`src/rtl/uart_evt_pkg.sv`:
```
package uart_evt_pkg;

    localparam int REG_W = 8;
    localparam int ERR_W = 4;

    typedef enum logic [1:0] {
        A_EN_WR  = 2'd0,
        A_EN_SET = 2'd1,
        A_EN_CLR = 2'd2,
        A_STAT   = 2'd3
    } reg_addr_e;

    // bit 0 is tx_ie, bit 7 is rx_redir
    typedef struct packed {
        logic rx_redir;
        logic tx_redir;
        logic fifo_hi;
        logic fifo_ie;
        logic addr_ie;
        logic line_ie;
        logic rx_ie;
        logic tx_ie;
    } en_t;

    typedef struct packed {
        logic             fifo_evt;
        logic             thre;
        logic [ERR_W-1:0] err;
        logic             addr;
        logic             dr;
    } stat_t;

    typedef struct packed {
        logic line;
        logic addr;
        logic fifo;
        logic tx;
        logic rx;
    } irq_src_t;

    function automatic logic fifo_hit(input logic [7:0] level,
                                      input logic       hi_sel,
                                      input logic [7:0] hi_mark);
        return hi_sel ? (level >= hi_mark) : (level != 8'd0);
    endfunction

endpackage

```
`src/rtl/uart_evt_enreg.sv`:
```
module uart_evt_enreg
    import uart_evt_pkg::*;
(
    input  logic             clk,
    input  logic             rst,
    input  logic             wr_i,
    input  reg_addr_e        addr_i,
    input  logic [REG_W-1:0] wdata_i,
    output en_t              en_n,
    output en_t              en_q
);

    always_comb begin
        en_n = en_q;
        if (wr_i) begin
            case (addr_i)
                A_EN_WR:  en_n = en_t'(wdata_i);
                A_EN_SET: en_n = en_t'(en_q | wdata_i);
                A_EN_CLR: en_n = en_t'(en_q & ~wdata_i);
                default:  en_n = en_q;
            endcase
        end
    end

    always_ff @(posedge clk) begin
        if (rst) en_q <= '0;
        else     en_q <= en_n;
    end

endmodule

```
`src/rtl/uart_evt_flags.sv`:
```
module uart_evt_flags
    import uart_evt_pkg::*;
(
    input  logic             clk,
    input  logic             rst,
    input  logic             rx_push_i,
    input  logic             rx_push_addr_i,
    input  logic             rbr_rd_i,
    input  logic [ERR_W-1:0] err_i,
    input  logic [ERR_W-1:0] w1c_i,
    output logic             dr_n,
    output logic             addr_n,
    output logic [ERR_W-1:0] err_n,
    output logic             dr_q,
    output logic             addr_q,
    output logic [ERR_W-1:0] err_q
);

    // arrival has priority over the read strobe
    assign dr_n   = rx_push_i | (dr_q & ~rbr_rd_i);
    assign addr_n = rx_push_i ? rx_push_addr_i : (addr_q & ~rbr_rd_i);

    for (genvar k = 0; k < ERR_W; k++) begin : g_err
        // new error beats a same-cycle clear
        assign err_n[k] = err_i[k] | (err_q[k] & ~w1c_i[k]);

        always_ff @(posedge clk) begin
            if (rst) err_q[k] <= 1'b0;
            else     err_q[k] <= err_n[k];
        end
    end

    always_ff @(posedge clk) begin
        if (rst) begin
            dr_q   <= 1'b0;
            addr_q <= 1'b0;
        end else begin
            dr_q   <= dr_n;
            addr_q <= addr_n;
        end
    end

endmodule

```
`src/rtl/uart_evt_route.sv`:
```
module uart_evt_route
    import uart_evt_pkg::*;
#(
    parameter int LVL_W    = 4,
    parameter int HI_LEVEL = 4
) (
    input  logic             clk,
    input  logic             rst,
    input  en_t              en_i,
    input  logic             thre_i,
    input  logic             dr_i,
    input  logic             addr_i,
    input  logic [ERR_W-1:0] err_i,
    input  logic [LVL_W-1:0] fifo_level_i,
    output logic             tx_req_o,
    output logic             rx_req_o,
    output logic             irq_o
);

    localparam logic [7:0] HI_MARK = 8'(HI_LEVEL);

    logic     tx_evt, rx_evt, fifo_evt;
    irq_src_t src;

    assign tx_evt   = en_i.tx_ie & thre_i;
    assign rx_evt   = en_i.rx_ie & dr_i;
    assign fifo_evt = fifo_hit(8'(fifo_level_i), en_i.fifo_hi, HI_MARK);

    always_comb begin
        src.line = en_i.line_ie & (|err_i);
        src.addr = en_i.addr_ie & dr_i & addr_i;
        src.fifo = en_i.fifo_ie & fifo_evt;
        src.tx   = tx_evt & en_i.tx_redir;
        src.rx   = rx_evt & en_i.rx_redir;
    end

    always_ff @(posedge clk) begin
        if (rst) begin
            tx_req_o <= 1'b0;
            rx_req_o <= 1'b0;
            irq_o    <= 1'b0;
        end else begin
            tx_req_o <= tx_evt & ~en_i.tx_redir;
            rx_req_o <= rx_evt & ~en_i.rx_redir;
            irq_o    <= |src;
        end
    end

endmodule

```
`src/rtl/uart_evt_router.sv`:
```
module uart_evt_router
    import uart_evt_pkg::*;
#(
    parameter int LVL_W    = 4,
    parameter int HI_LEVEL = 4
) (
    input  logic             clk,
    input  logic             rst,
    input  logic             thr_empty_i,
    input  logic             rx_push_i,
    input  logic             rx_push_addr_i,
    input  logic [3:0]       err_i,
    input  logic [LVL_W-1:0] fifo_level_i,
    input  logic             rbr_rd_i,
    input  logic             reg_wr_i,
    input  logic [1:0]       reg_addr_i,
    input  logic [7:0]       reg_wdata_i,
    input  logic [1:0]       reg_rd_addr_i,
    output logic [7:0]       reg_rdata_o,
    output logic             tx_req_o,
    output logic             rx_req_o,
    output logic             stat_irq_o
);

    localparam logic [7:0] HI_MARK = 8'(HI_LEVEL);

    reg_addr_e        wr_addr;
    en_t              en_n, en_q;
    logic             dr_n, addr_n, dr_q, addr_q;
    logic [ERR_W-1:0] err_n, err_q, w1c;
    stat_t            stat;

    assign wr_addr = reg_addr_e'(reg_addr_i);
    assign w1c     = (reg_wr_i && wr_addr == A_STAT) ? reg_wdata_i[5:2] : '0;

    uart_evt_enreg u_enreg (
        .clk     (clk),
        .rst     (rst),
        .wr_i    (reg_wr_i),
        .addr_i  (wr_addr),
        .wdata_i (reg_wdata_i),
        .en_n    (en_n),
        .en_q    (en_q)
    );

    uart_evt_flags u_flags (
        .clk            (clk),
        .rst            (rst),
        .rx_push_i      (rx_push_i),
        .rx_push_addr_i (rx_push_addr_i),
        .rbr_rd_i       (rbr_rd_i),
        .err_i          (err_i),
        .w1c_i          (w1c),
        .dr_n           (dr_n),
        .addr_n         (addr_n),
        .err_n          (err_n),
        .dr_q           (dr_q),
        .addr_q         (addr_q),
        .err_q          (err_q)
    );

    uart_evt_route #(
        .LVL_W    (LVL_W),
        .HI_LEVEL (HI_LEVEL)
    ) u_route (
        .clk          (clk),
        .rst          (rst),
        .en_i         (en_n),
        .thre_i       (thr_empty_i),
        .dr_i         (dr_n),
        .addr_i       (addr_n),
        .err_i        (err_n),
        .fifo_level_i (fifo_level_i),
        .tx_req_o     (tx_req_o),
        .rx_req_o     (rx_req_o),
        .irq_o        (stat_irq_o)
    );

    always_comb begin
        stat.fifo_evt = fifo_hit(8'(fifo_level_i), en_q.fifo_hi, HI_MARK);
        stat.thre     = thr_empty_i;
        stat.err      = err_q;
        stat.addr     = addr_q;
        stat.dr       = dr_q;
    end

    assign reg_rdata_o = (reg_addr_e'(reg_rd_addr_i) == A_STAT) ? stat : en_q;

endmodule

```
`config.mk`:
```
export PLATFORM = sky130hd
export DESIGN_NAME = uart_evt_router
export DESIGN_NICKNAME = d
export VERILOG_FILES = /design/src/rtl/uart_evt_pkg.sv /design/src/rtl/uart_evt_enreg.sv /design/src/rtl/uart_evt_flags.sv /design/src/rtl/uart_evt_route.sv /design/src/rtl/uart_evt_router.sv
export SDC_FILE = /design/constraint.sdc
export NUM_CORES = 1
export LEC_CHECK = 0
export BUFFER_PORTS_ARGS = -buffer_cell sky130_fd_sc_hd__buf_2
export CELL_PAD_IN_SITES_DETAIL_PLACEMENT = 0
export CELL_PAD_IN_SITES_GLOBAL_PLACEMENT = 1
export CORE_ASPECT_RATIO = 0.9
export CORE_UTILIZATION = 32
export DETAILED_ROUTE_END_ITERATION = 12
export GPL_ROUTABILITY_DRIVEN = 0
export HOLD_SLACK_MARGIN = 0.03
export PLACE_DENSITY = 0.83
export SYNTH_ARGS = -nofsm -noshare
export SYNTH_HDL_FRONTEND = slang
export SYNTH_SLANG_ARGS = --single-unit
export TNS_END_PERCENT = 100
```
`constraint.sdc`:
```
create_clock -name clk -period 1.3 [get_ports clk]
set_input_delay 0.065 -clock clk [delete_from_list [all_inputs] [get_ports clk]]
set_output_delay 0.065 -clock clk [all_outputs]
set_load 0.02 [all_outputs]
```
==> out/metrics.cfg <==
[synth]
synth_top_area_share_pct = 40.4
yosysWarnings = 0
synth_nets = 126
syn-cell-area_um2 = 843
ys_types = 28
seq_area_frac_synth_pct = 40.4
synth_top_area_cell = dfxtp_1
yosys_register_bits = 17
postSynthAreaPerCell_um2 = 8.52
netlist_instances = 99
synthTopCellsByArea = dfxtp_1 40%, mux2_2 9.3%, nor2b_1 5.9%, a21oi_1 5.3%, nor2_1 5.3%

[drt]
drt_pre_antenna_iters = 4
vias = 857
ant_nets = 0
wl_per_cell_um = 12.0
avgViaCountPerCell = 4.93
drt_iter0_markers = 23
wl_mm = 2.09
drc = 0

[grt]
overflow = 0
gr-usage-all-layers_pct = 16.7
antenna_found_initial = 0
grt_start_max_net_pins = 15
grt_pass1_wl_mm = 3.66
first_global_vias = 794

[hold_path]
worstHoldPathCells = 3
hp-class = in -> reg

[floorplanning]
die_h_um = 50.7
die-area_um2 = 2840
die_w_um = 56.1
floorplan.initialDensity_pct = 34.2
core_area_um2 = 2470
rows = 17
io_pins = 38

[sta]
hold_viol_final = 0
slew_headroom_pct = 72.2
worst_pin_slew_ns = 0.416
min_period_ns = 1.20
rsz0062_at_grt = false
setup_viol = 0
setup_tns_ns = 0
finClkSkew_ns = 0.000529
fin_ws_ns = 0.0982
timing.fmax_mhz = 832
maxSlewViolCount = 0
post-route-period-util_pct = 92.4

[clock_tree]
htreeDepth = 1
cts.root.buffer_cell = clkbuf_4
postCtsSetupRepairBufs = 0
numClockSinks = 17
insertion_delay_ns = 0.29
cts_buffers = 3
path_clk_slew_ns = 0.10
clock_path_buffers = 2
cts_tree = done

[setup_path]
path_delay_family = flip-flops
crit_slowest_cell = dfxtp_2
critPathKind = reg -> out
path_buf_inv = 1
reg2regPathDepth = 5
cp_max_fo = 4
worstPathRequired_ns = 1.24
crit_chain = nor2_1 -> nor3_2 -> o21ai_1 -> buf_2
critPathLaunchType = register
cp_slowest_stage_delay_ns = 0.37
end_kind = output port
path_depth = 4
worstPathArrival_ns = 1.14

[placement]
port-buffer-count = 37
placed_cell_area_um2 = 1050
post-dp-hpwl_mm = 1.61
dp_slack_ns = 0.112

[cells_and_area]
antenna_cells = 0
final_nets = 174
fin_area_um2 = 1160
drive_gt1_share_pct = 39.7
syn_to_final_growth_pct = 38.1
finish.utilization_pct = 47.2

[power]
vdd_drop_max_v = 0.000540
powerDensity_nw_per_um2 = 941
p_leak_nw = 0.524

[flow_run]
cap_violations = 0

[run_status]
outcome = finished, final reports clean

[state kept, by name, summed over array words and instances (netlist names)]
register / count
u_flags.err_q: 4
u_flags.addr_q: 1
u_flags.dr_q: 1
u_enreg.en_q: 8
u_route.irq_o: 1
u_route.rx_req_o: 1
u_route.tx_req_o: 1
[worst reg2reg max path, cell delays in order, from the launching register on]
cell,delay (ns)
dfxtp_1,0.32
nor3b_1,0.13
a21oi_1,0.19
a21oi_1,0.06
o21ai_0,0.19
nand4_1,0.10
[report_power, final]
group / switching, W / total (W) / internal (W)
combinational: 0.000132 / 0.000247 / 0.000115
sequential: 0.0000147 / 0.000565 / 0.000550
clock: 0.000169 / 0.000283 / 0.000115
[area by class of cell]
cell class	count	area, um^2
fillers	263	1300
multi-input cells	77	480
flip-flops and latches	17	342
repair buffers	46	273
well taps	28	35.0
clock buffers	3	22.5
inverters	2	7.51
clock inverters	1	5.00
[cell families (layout without fill, tap and decap cells)]
kind of cell | Yosys count | count (layout) | share of synthesized area, %
AND/OR/NAND/NOR | 44 | 44 | 27.3
AO/OA/AOI/OAI | 26 | 26 | 19.7
flip-flops | 17 | 17 | 40.4
multiplexers | 7 | 7 | 9.35
buffers and inverters | 5 | 52 | 3.26
[synthesized netlist by cell type, drive strengths merged]
master and n:
a21oi 11, a221oi 1, a22o 1, a22oi 2, and2 2, and2b 1
and3b 1, buf 2, clkbuf 1, dfxtp 17, inv 2, mux2 7
nand2 10, nand2b 1, nand3 1, nand4 6, nor2 12, nor2b 8
nor3 1, nor3b 1, o21ai 10, o31ai 1
[cell usage in the layout, fill, tap and decap left out, types with 2 or more instances in the layout]
| cell type | Yosys | layout |
|---|---|---|
| a21oi_1 | 9 | 9 |
| a22oi_1 | 2 | 2 |
| and2_1 | 2 | 2 |
| buf_2 | 1 | 37 |
| clkbuf_4 | 0 | 3 |
| dfxtp_1 | 17 | 16 |
| dlygate4sd3_1 | 0 | 8 |
| mux2_2 | 7 | 7 |
| nand2_1 | 7 | 7 |
| nand2_2 | 3 | 3 |
| nand4_1 | 6 | 6 |
| nor2_1 | 12 | 12 |
| nor2b_1 | 8 | 8 |
| o21ai_0 | 5 | 4 |
| o21ai_1 | 5 | 6 |
[path summary, 6_finish.rpt]
kind	to	start	slack, ns
setup reg to reg	u_route.irq_o$_SDFF_PP0_	u_flags.addr_q$_SDFF_PP0_	0.20
hold reg to reg	u_enreg.en_q[2]$_SDFF_PP0_	u_enreg.en_q[2]$_SDFF_PP0_	0.52
hold / removal	u_enreg.en_q[2]$_SDFF_PP0_	reg_wdata_i[2]	0.05
setup / recovery	reg_rdata_o[7]	u_enreg.en_q[5]$_SDFF_PP0_	0.1
[per-stage QoR]
stage | hold slack (ns) | total power, W | instances
floorplan | 0.132 | 0.000709 | 99
global placement | 0.289 | 0.000800 | 162
detailed placement | 0.303 | 0.000805 | 162
CTS | 0.0369 | 0.00111 | 172
global route | 0.0375 | 0.00117 | 174
finish | 0.0547 | 0.00110 | 174
[routing by layer]
metal	vias up	global-route usage [%]	part of all wire (%)
met1	376	20.6	48
met2	32	29.2	45
met4	0	2.44	0.53
met3	3	5.41	6.1
met5	-	0	0
li1	446	-	-
[what timing repair did]
| item | 4_1_cts | 5_1_grt |
|---|---|---|
| gates cloned | 0 | 0 |
| setup endpoints to repair | 1 | 1 |
| pin swaps | 0 | 0 |
| endpoints found under the hold margin | 6 | 1 |
| hold buffers | 6 | 2 |
| gates resized for setup | 1 | 2 |
(Power assumes the default switching activity.)
